===== src/rtl/fgr_pkg.sv =====
package fgr_pkg;
  typedef enum logic [1:0] {
    M_IDLE = 2'd0,
    M_OUT  = 2'd1,
    M_MUTE = 2'd2,
    M_IN   = 2'd3
  } fgr_mode_t;
endpackage


===== src/rtl/fgr_zero_cross.sv =====
module fgr_zero_cross #(
  parameter int SMP_W = 16
) (
  input  logic             clk,
  input  logic             rst,
  input  logic             valid,
  input  logic [SMP_W-1:0] sample,
  output logic             zc
);
  logic prev_neg_q;

  // crossing: sign flip against the previous strobe, or an exact zero
  assign zc = valid & ((sample[SMP_W-1] != prev_neg_q) | (sample == '0));

  always_ff @(posedge clk) begin
    if (rst) begin
      prev_neg_q <= 1'b0;
    end else if (valid) begin
      prev_neg_q <= sample[SMP_W-1];
    end
  end
endmodule


===== src/rtl/fgr_step_timer.sv =====
module fgr_step_timer #(
  parameter int PER_W  = 6,
  parameter int SLOT_W = 7
) (
  input  logic              clk,
  input  logic              rst,
  input  logic              start,
  input  logic              stop,
  input  logic              tick,
  input  logic [PER_W-1:0]  period,
  input  logic [SLOT_W-1:0] slots,
  output logic              win_end,
  output logic              last_win,
  output logic              running
);
  logic [PER_W-1:0]  cnt_q;
  logic [PER_W-1:0]  per_q;
  logic [SLOT_W-1:0] left_q;
  logic              run_q;

  assign running  = run_q;
  assign win_end  = run_q & tick & (cnt_q == '0);
  assign last_win = win_end & (left_q == SLOT_W'(1));

  always_ff @(posedge clk) begin
    if (rst) begin
      run_q  <= 1'b0;
      cnt_q  <= '0;
      per_q  <= '0;
      left_q <= '0;
    end else if (start) begin
      run_q  <= 1'b1;
      per_q  <= period;
      cnt_q  <= period - PER_W'(1);
      left_q <= slots;
    end else if (stop || last_win) begin
      run_q <= 1'b0;
    end else if (run_q && tick) begin
      if (cnt_q == '0) begin
        cnt_q  <= per_q - PER_W'(1);
        left_q <= left_q - SLOT_W'(1);
      end else begin
        cnt_q <= cnt_q - PER_W'(1);
      end
    end
  end

  // the window counter never leaves the latched window
  p_cnt_window_r3: assert property (@(posedge clk) disable iff (rst)
    run_q |-> (cnt_q < per_q));

  // the final window ends the run
  p_last_stops_r5: assert property (@(posedge clk) disable iff (rst)
    (last_win && !start) |=> !run_q);
endmodule


===== src/rtl/fgr_gain_ctrl.sv =====
module fgr_gain_ctrl
  import fgr_pkg::*;
#(
  parameter int GAIN_W = 8,
  parameter int LIM_DEC = 1
) (
  input  logic              clk,
  input  logic              rst,
  input  logic              fade_out,
  input  logic              fade_in,
  input  logic              lvl_en,
  input  logic [1:0]        step_sel,
  input  logic              zc,
  input  logic              smp_valid,
  input  logic              win_end,
  input  logic              last_win,
  input  logic              lim_req,
  input  logic              host_we,
  input  logic [GAIN_W-1:0] host_gain,
  output logic [GAIN_W-1:0] gain,
  output logic              tmr_start,
  output logic              tmr_stop
);
  fgr_mode_t         mode_q;
  logic [GAIN_W-1:0] gain_q;
  logic [GAIN_W-1:0] preset_q;
  logic [1:0]        step_q;
  logic              fo_q;
  logic              fi_q;
  logic              taken_q;
  logic              lim_pend_q;

  logic              fo_rise;
  logic              fo_fall;
  logic              fi_go;
  logic              fading;
  logic              apply;
  logic              lim_fire;
  logic [GAIN_W-1:0] step_amt;
  logic [GAIN_W-1:0] dn_gain;
  logic [GAIN_W-1:0] up_gain;
  logic [GAIN_W-1:0] lim_gain;
  logic [GAIN_W:0]   up_sum;

  assign fo_rise = fade_out & ~fo_q;
  assign fo_fall = ~fade_out & fo_q & ((mode_q == M_OUT) | (mode_q == M_MUTE));
  assign fi_go   = fade_in & ~fi_q & ~fade_out & (mode_q == M_IDLE);
  assign fading  = (mode_q == M_OUT) | (mode_q == M_IN);

  // one step per window: first crossing, else the closing strobe
  assign apply = fading & ~taken_q & (zc | win_end);

  assign step_amt = GAIN_W'(1) << step_q;
  assign dn_gain  = (gain_q > step_amt) ? (gain_q - step_amt) : '0;
  assign up_sum   = {1'b0, gain_q} + {1'b0, step_amt};
  assign up_gain  = (up_sum > {1'b0, preset_q}) ? preset_q : up_sum[GAIN_W-1:0];
  assign lim_gain = (gain_q > GAIN_W'(LIM_DEC)) ? (gain_q - GAIN_W'(LIM_DEC)) : '0;

  assign lim_fire = lvl_en & lim_pend_q & zc & ~apply & (mode_q != M_MUTE);

  assign tmr_start = fo_rise | fi_go;
  assign tmr_stop  = fo_fall | ((mode_q == M_IN) & ~fade_in);
  assign gain      = gain_q;

  always_ff @(posedge clk) begin
    if (rst) begin
      fo_q <= 1'b0;
      fi_q <= 1'b0;
    end else begin
      fo_q <= fade_out;
      fi_q <= fade_in;
    end
  end

  always_ff @(posedge clk) begin
    if (rst) begin
      preset_q <= '0;
    end else if (host_we) begin
      preset_q <= host_gain;
    end
  end

  always_ff @(posedge clk) begin
    if (rst) begin
      lim_pend_q <= 1'b0;
    end else if (lim_fire) begin
      lim_pend_q <= 1'b0;
    end else if (lim_req && lvl_en) begin
      lim_pend_q <= 1'b1;
    end
  end

  always_ff @(posedge clk) begin
    if (rst) begin
      taken_q <= 1'b0;
    end else if (tmr_start || win_end) begin
      taken_q <= 1'b0;
    end else if (apply) begin
      taken_q <= 1'b1;
    end
  end

  always_ff @(posedge clk) begin
    if (rst) begin
      mode_q <= M_IDLE;
      gain_q <= '0;
      step_q <= '0;
    end else if (fo_rise) begin
      mode_q <= M_OUT;
      step_q <= step_sel;
    end else if (fo_fall) begin
      mode_q <= M_IDLE;
      if (lvl_en) begin
        gain_q <= preset_q;
      end
    end else begin
      unique case (mode_q)
        M_IDLE: begin
          if (fi_go) begin
            mode_q <= M_IN;
            step_q <= step_sel;
          end else if (host_we) begin
            gain_q <= host_gain;
          end else if (lim_fire) begin
            gain_q <= lim_gain;
          end
        end
        M_OUT: begin
          if (last_win) begin
            mode_q <= M_MUTE;
            gain_q <= '0;
          end else if (apply) begin
            gain_q <= dn_gain;
          end else if (lim_fire) begin
            gain_q <= lim_gain;
          end
        end
        M_MUTE: begin
          gain_q <= '0;
        end
        M_IN: begin
          if (!fade_in) begin
            mode_q <= M_IDLE;
          end else if (last_win) begin
            mode_q <= M_IDLE;
            gain_q <= preset_q;
          end else if (apply) begin
            gain_q <= up_gain;
          end else if (lim_fire) begin
            gain_q <= lim_gain;
          end
        end
        default: mode_q <= M_IDLE;
      endcase
    end
  end

  // mute holds while the fade-out request stays up
  p_mute_hold_r6: assert property (@(posedge clk) disable iff (rst)
    (mode_q == M_MUTE && fade_out) |=> (gain_q == '0));

  // a running fade-out never raises the gain
  p_fade_monotone_r3: assert property (@(posedge clk) disable iff (rst)
    (mode_q == M_OUT && fade_out) |=> (gain_q <= $past(gain_q)));

  // during a fade-out, gain moves only on sample strobes
  p_quiet_between_strobes_r4: assert property (@(posedge clk) disable iff (rst)
    (mode_q == M_OUT && fade_out && !smp_valid) |=> $stable(gain_q));

  // a fade-out request always wins
  p_out_priority_r11: assert property (@(posedge clk) disable iff (rst)
    (fade_out && !fo_q) |=> (mode_q == M_OUT));
endmodule


===== src/rtl/fade_gain_ramp.sv =====
module fade_gain_ramp #(
  parameter int GAIN_W    = 8,
  parameter int SMP_W     = 16,
  parameter int PER_BASE  = 4,
  parameter int FADE_SPAN = 96,
  parameter int LIM_DEC   = 1
) (
  input  logic              clk,
  input  logic              rst,
  input  logic              ctl_fade_out,
  input  logic              ctl_fade_in,
  input  logic              ctl_lvl_en,
  input  logic [1:0]        ctl_period,
  input  logic [1:0]        ctl_step,
  input  logic              smp_valid,
  input  logic [SMP_W-1:0]  smp_data,
  input  logic              lim_req,
  input  logic              host_we,
  input  logic [GAIN_W-1:0] host_gain,
  output logic [GAIN_W-1:0] gain
);
  localparam int PER_W  = $clog2(PER_BASE * 8) + 1;
  localparam int SLOT_W = $clog2(FADE_SPAN + 1);

  logic              zc;
  logic              win_end;
  logic              last_win;
  logic              running;
  logic              tmr_start;
  logic              tmr_stop;
  logic [PER_W-1:0]  per_ticks;
  logic [SLOT_W-1:0] slot_cnt;

  assign per_ticks = PER_W'(PER_BASE) << ctl_period;
  assign slot_cnt  = SLOT_W'(FADE_SPAN) >> ctl_step;

  fgr_zero_cross #(.SMP_W(SMP_W)) u_zc (
    .clk    (clk),
    .rst    (rst),
    .valid  (smp_valid),
    .sample (smp_data),
    .zc     (zc)
  );

  fgr_step_timer #(.PER_W(PER_W), .SLOT_W(SLOT_W)) u_timer (
    .clk      (clk),
    .rst      (rst),
    .start    (tmr_start),
    .stop     (tmr_stop),
    .tick     (smp_valid),
    .period   (per_ticks),
    .slots    (slot_cnt),
    .win_end  (win_end),
    .last_win (last_win),
    .running  (running)
  );

  fgr_gain_ctrl #(.GAIN_W(GAIN_W), .LIM_DEC(LIM_DEC)) u_ctrl (
    .clk       (clk),
    .rst       (rst),
    .fade_out  (ctl_fade_out),
    .fade_in   (ctl_fade_in),
    .lvl_en    (ctl_lvl_en),
    .step_sel  (ctl_step),
    .zc        (zc),
    .smp_valid (smp_valid),
    .win_end   (win_end & running),
    .last_win  (last_win),
    .lim_req   (lim_req),
    .host_we   (host_we),
    .host_gain (host_gain),
    .gain      (gain),
    .tmr_start (tmr_start),
    .tmr_stop  (tmr_stop)
  );
endmodule


===== config.mk =====
export PLATFORM = sky130hd
export DESIGN_NAME = fade_gain_ramp
export DESIGN_NICKNAME = d
export VERILOG_FILES = /design/src/rtl/fgr_pkg.sv /design/src/rtl/fgr_zero_cross.sv /design/src/rtl/fgr_step_timer.sv /design/src/rtl/fgr_gain_ctrl.sv /design/src/rtl/fade_gain_ramp.sv
export SDC_FILE = /design/constraint.sdc
export NUM_CORES = 1
export LEC_CHECK = 0
export BUFFER_PORTS_ARGS = -buffer_cell sky130_fd_sc_hd__buf_2
export CAP_MARGIN = 20
export CORE_MARGIN = 10
export CORE_UTILIZATION = 59
export DETAILED_ROUTE_END_ITERATION = 8
export GPL_TIMING_DRIVEN = 0
export MAX_ROUTING_LAYER = met4
export PLACE_DENSITY_LB_ADDON = 0.1
export SLEW_MARGIN = 40
export SYNTH_ARGS = -nofsm -noshare
export SYNTH_HDL_FRONTEND = slang
export SYNTH_SLANG_ARGS = --single-unit
export TNS_END_PERCENT = 30

===== constraint.sdc =====
create_clock -name clk -period 4.8 [get_ports clk]
set_input_delay 0.72 -clock clk [delete_from_list [all_inputs] [get_ports clk]]
set_output_delay 0.72 -clock clk [all_outputs]
set_load 0.005 [all_outputs]

== After elaboration in Yosys (flattened, before gate mapping) ==
Index checks and enable logic that the tools add are counted.
Word-level totals
  register bits after elaboration: 45
  input bits: 36
  output and inout bits: 8
  logic and storage cells: 133
Cells by class
  $add $sub $neg: 7
  $lt $le $gt $ge: 3
  equality and inequality tests: 17
  shift-type cells: 3
  multiplexer cells: 35
  bitwise operators: 31
  reductions and logical operators: 23
Operator list (count)
  $mux 8: 13
  $pmux 8 s4: 1
  $mux 7: 4
  $mux 6: 4
  $and 1x1->1: 18
  $sub 6x1->6 const B: 3
  $logic_not 16->1: 1
  $mux 2: 8
  $reduce_and 4->1: 3
  $reduce_bool 2->1: 5
  $add 8x8->9: 1
  $gt 9x8->1: 1
  $gt 8x1->1 const B: 1
  $gt 8x8->1: 1
  $shl 1x2->8 const A: 1
  $sub 8x1->8 const B: 1
  $sub 8x8->8: 1
  $eq 7x1->1 const B: 1
  $not 1->1: 7
  $shr 7x2->7 const A: 1
  $sub 7x1->7 const B: 1
  $logic_not 6->1: 1
  $ne 2x1->1 const B: 3
  $ne 2x2->1 const B: 3
  other kinds (21): 35

== Logic depth before layout (Yosys ltp) ==
  depth after elaboration: 14
  gate-level depth with buffers: 17
  mapped depth without buffers: 17

== Hierarchy ==
A second synthesis with hierarchy kept.
Second synthesis, totals
  cell total of the unflattened synthesis: 550
  area, all modules: 4190.3 µm²
Modules (own cells, without submodules)
  fgr_gain_ctrl: instances 1, cells each 378, area each 2762.6 µm², seq. area each 480.5 µm²
  fgr_step_timer: instances 1, cells each 152, area each 1265.0 µm², seq. area each 400.4 µm²
  fgr_zero_cross: instances 1, cells each 10, area each 93.8 µm², seq. area each 20.0 µm²
  fade_gain_ramp: instances 1, cells each 10, area each 68.8 µm², seq. area each 0.0 µm²

== Worst setup path after synthesis ==
OpenSTA, ideal clock, no wires.
  path type: reg-to-reg
  start point: register u_ctrl.gain_q[1], in the netlist u_ctrl.gain[1]
  end point: register u_ctrl.gain_q[1], in the netlist u_ctrl.gain[1]
  arrival time: 3514 ps
  required time: 4709 ps
  path slack: 1195 ps
  stages on the path, launching flop included: 15
  buffers on the path: 0
  clock period less this slack: 3605 ps
  cells stage by stage: dfxtp_1 -> inv_1 -> fa_1 -> o21bai_1 -> a21oi_1 -> xnor2_1 -> ha_1 -> a211o_1 -> a21oi_1 -> a211oi_1 -> or2_2 -> a21oi_2 -> o221ai_1 -> a21o_1 -> a311oi_1
Between the ends
  word-level cells in the longest chain between the ends: 8
RTL lines
  start, declared: RTL line fgr_gain_ctrl.sv:25  | logic [GAIN_W-1:0] gain_q;
  start signal, assigned: RTL line fgr_gain_ctrl.sv:114  | gain_q <= preset_q;
  start signal, assigned: RTL line fgr_gain_ctrl.sv:123  | gain_q <= host_gain;
  start signal, assigned: RTL line fgr_gain_ctrl.sv:125  | gain_q <= lim_gain;
  $add 8x8->9, or another cell as far along: RTL line fgr_gain_ctrl.sv:55  | assign up_sum = {1'b0, gain_q} + {1'b0, step_amt};
  $gt 9x8->1 or $mux 8 (tied branches): RTL line fgr_gain_ctrl.sv:56, fgr_gain_ctrl.sv:57
  $mux 8 (on tied branches)
  $mux 8: RTL line fgr_gain_ctrl.sv:147  | end else if (apply) begin
  $mux 8: RTL line fgr_gain_ctrl.sv:144  | end else if (last_win) begin
  $mux 8: RTL line fgr_gain_ctrl.sv:142  | if (!fade_in) begin
  $pmux 8 s4 *: RTL line fgr_gain_ctrl.sv:117  | unique case (mode_q)
  $mux 8 *: RTL line fgr_gain_ctrl.sv:111  | end else if (fo_fall) begin
Mark *: on every way between the ends. The rest lies on a longest branch, timed or not. The select of a mux whose other input is x is not followed.
A chain may end at the register's enable or synchronous reset.

== Worst setup path in the final report ==
  start point: register u_ctrl.gain_q[2], in the netlist u_ctrl.gain[2]
  end point: register u_ctrl.gain_q[1], in the netlist u_ctrl.gain[1]
Between the ends
  word-level cells in the longest chain between the ends: 8
RTL lines (RTL line)
  $add 8x8->9 or $gt 8x1->1 (tied branches): fgr_gain_ctrl.sv:55, fgr_gain_ctrl.sv:57
  $gt 9x8->1 or $mux 8 (tied branches): fgr_gain_ctrl.sv:56, fgr_gain_ctrl.sv:57
  $mux 8 (on tied branches)
  $mux 8: fgr_gain_ctrl.sv:147
  $mux 8: fgr_gain_ctrl.sv:144
  $mux 8: fgr_gain_ctrl.sv:142
  $pmux 8 s4 *: fgr_gain_ctrl.sv:117
  $mux 8 *: fgr_gain_ctrl.sv:111
Marked as above.

==> results.yml <==
power_and_ir_drop:
  ir_drop_uv: 232.6
  power_leakage_nw: 1.670
  powerDensity_nw_per_um2: 363.6
timing:
  post-route-period-util_pct: 92.10
  tightest_slew_ns: 0.7801
  finalSetupViolCount: 0
  fin_crit_ns: 4.421
  worst_slack_ns: 0.3793
  finClkSkew_ns: 0.01581
  max_slew_margin_pct: 47.99
  hold_viol: 0
  fmax_mhz: 226.2
  grt_setup_unrepaired: "false"
  slew_viol_final: 0
  finalSetupTns_ns: 0
  timing.hold.ws_ns: 0.4608
drt:
  wirelength_mm: 11.62
  first_pass_iters: 5
  remaining_drc_errors: 0
  first_iter_violations: 479
  antenna_left: 0
  num_vias: 3863
  via_per_inst: 6.503
  routedWlPerCell_um: 19.55
finish:
  final_cell_mix: "49 x nor2_1, 43 x dfxtp_1, 42 x buf_2, 42 x a21oi_1"
  nNetsFinal: 584
  n_antenna_cell: 0
  final_common_cell: "nor2_1"
  final_util_pct: 67.94
  fill_cells: 544
  area_growth_pct: 11.06
  drive_above_1_share_pct: 13.68
outcome:
  run_status: "finished, final reports clean"
synth:
  syn_inst: 470
  synth.cell_area_um2: 3643
  yosys_warnings: 0
  seq_area_frac_synth_pct: 23.63
  ys_seq_elements: 43
  yosys-top-cells-area: "dfxtp_1 24%, ha_1 9.6%, a21oi_1 5.8%"
  ys_async_sr_fraction_pct: 0
  synth_nets: 536
  syn_avg_cell_area_um2: 7.752
  synth_cell_types: 65
  synth-edff-count: 0
  yosysTopAreaCell: "dfxtp_1"
  synth.top_cell.area_share_pct: 23.63
  synth-main-ff-cell: "dfxtp_1"
worst_setup_path:
  criticalPathCategory: "flop to flop"
  cp-start-kind: "flop"
  timing.critical_path.to_type: "flop"
  regToRegSetupSlack_ns: 0.38
  cp.required_ns: 5.02
  arrival_ns: 4.64
  path_max_fanout: 9
placement:
  dpl_worst_slack_ns: 0.5413
  place.gp.congestion: 0.9918
  port-buffer-count: 41
  dpl.hpwl_mm: 8.939
clock_tree:
  clk_latency_ns: 0.31
  cts_resized: 0
  cts_tree: "done"
  hold_buffers: 0
  clockBufferDepth: 2
  clockRootBuffer: "clkbuf_8"
  cts_max_level: 2
  numCtsBuffers: 5
  cts_sinks: 43
  cts_setup_buffers: 0
  clk_pin_slew_ns: 0.10
global_route:
  grt_pass1_wl_mm: 18.86
  grt_pass1_vias: 3711
  grt_usage_pct: 23.68
  grt_overflow: 0
  grt_start_max_net_pins: 14
  antenna_found_initial: 0
floorplanning:
  initial_utilization_pct: 61.18
  fp.dieArea_um2: 9719
  dieWidth_um: 98.59
  core_area_um2: 5956
  rows: 28
  ios: 44
  die_h_um: 98.59
hold_path:
  hold_path.class: "flop to flop"
run:
  maxCapViolCount: 0
[registers in the layout, summed over array words and instances (netlist names)]
name               cells
u_ctrl.step_q          2
u_ctrl.fi_q            1
u_ctrl.lim_pend_q      1
u_zc.prev_neg_q        1
u_timer.cnt_q          6
u_ctrl.fo_q            1
u_ctrl.preset_q        8
u_ctrl.gain            8
u_ctrl.mode_q          2
u_timer.per_q          4
u_timer.running        1
u_timer.left_q         7
u_ctrl.taken_q         1
[critical path, stage by stage, from the launching register on]
cell      delay [ns]
dfxtp_1         0.61
ha_1            0.30
buf_2           0.17
o21bai_1        0.18
o21ai_0         0.34
and4_1          0.29
xor2_1          0.26
ha_1            0.20
nand4_1         0.10
o21ai_0         0.26
o21ai_0         0.16
or2_2           0.35
a21oi_2         0.41
o221ai_1        0.21
a21o_1          0.23
a311oi_1        0.25
[path summary, 6_finish.rpt]
check | startpoint | cells after the start | end
worst max-delay path | u_ctrl.gain[2]$_SDFFE_PP0P_ | 15 | u_ctrl.gain[1]$_SDFFE_PP0P_
worst min-delay path | u_timer.per_q[3]$_SDFFE_PP0N_ | 2 | u_timer.per_q[3]$_SDFFE_PP0N_
worst max register to register | u_ctrl.gain[2]$_SDFFE_PP0P_ | 15 | u_ctrl.gain[1]$_SDFFE_PP0P_
worst min register to register | u_timer.per_q[3]$_SDFFE_PP0N_ | 2 | u_timer.per_q[3]$_SDFFE_PP0N_
[routing by layer]
layer  GRT usage (%)  part of all wire [%]  up-vias
met2           40.34                    49      205
met4           8.931                   3.9        0
met5               -                     0        -
li1                -                     -     1833
met3           3.282                   7.0       34
met1           27.56                    40     1791
[metrics by stage]
step / std cells / area [um^2] / total power, mW
2_1_floorplan: 470 / 3643 / 0.9754
3_3_place_gp: 586 / 3943 / 1.168
3_5_place_dp: 586 / 3943 / 1.179
4_1_cts: 594 / 4046 / 1.449
5_1_grt: 594 / 4046 / 1.561
6_report: 594 / 4046 / 1.471
[power breakdown]
part | leakage [nW] | switching [mW] | internal (mW)
clock | 0.0505 | 0.141 | 0.131
combinational | 1.26 | 0.458 | 0.293
sequential | 0.355 | 0.0501 | 0.398
total | 1.67 | 0.650 | 0.822
[area by class of cell]
class                           instances  area [um^2]  share of cell area (%)
Buffer                                 26        117.6                   2.907
Clock buffer                            7        96.34                   2.381
Clock inverter                          1        7.507                  0.1855
Inverter                               29        108.9                   2.690
Multi-Input combinational cell        372         2556                   63.17
Sequential cell                        43        860.8                   21.27
Tap cell                               75        93.84                   2.319
Timing Repair Buffer                   41        205.2                   5.071
[logic make-up (layout without fill, tap and decap cells)]
logic type               count (synthesis)  after routing  synth area share [%]
AO/OA/AOI/OAI                          139            139                 26.13
XOR/XNOR                                23             23                 5.529
adder cells (fa/ha/maj)                 30             30                 10.71
buffers and inverters                   55            104                 6.215
flip-flops                              43             43                 23.63
multiplexers                            15             15                 4.293
AND/OR/NAND/NOR                        165            165                 23.49
[cells in the mapped netlist (4+ instances only)]
| master | instances |
|---|---|
| nand3_1 | 9 |
| nand2b_1 | 5 |
| a21oi_1 | 42 |
| a211oi_1 | 12 |
| o221ai_1 | 6 |
| o21bai_1 | 4 |
| o31a_1 | 4 |
| nand2_1 | 29 |
| ha_1 | 28 |
| dfxtp_1 | 43 |
| inv_1 | 29 |
| nor4_1 | 12 |
| xnor2_1 | 14 |
| clkbuf_1 | 20 |
| o2111ai_1 | 4 |
| nor2b_1 | 8 |
| o21a_1 | 6 |
| xor2_1 | 9 |
| nand4_1 | 4 |
| mux2i_1 | 10 |
| a211o_1 | 4 |
| nor3_1 | 18 |
| o21ai_0 | 18 |
| mux2_2 | 5 |
| nor2_1 | 49 |
| a31oi_1 | 5 |
| or3_1 | 6 |
No activity file was read; power rests on OpenSTA's default activity.
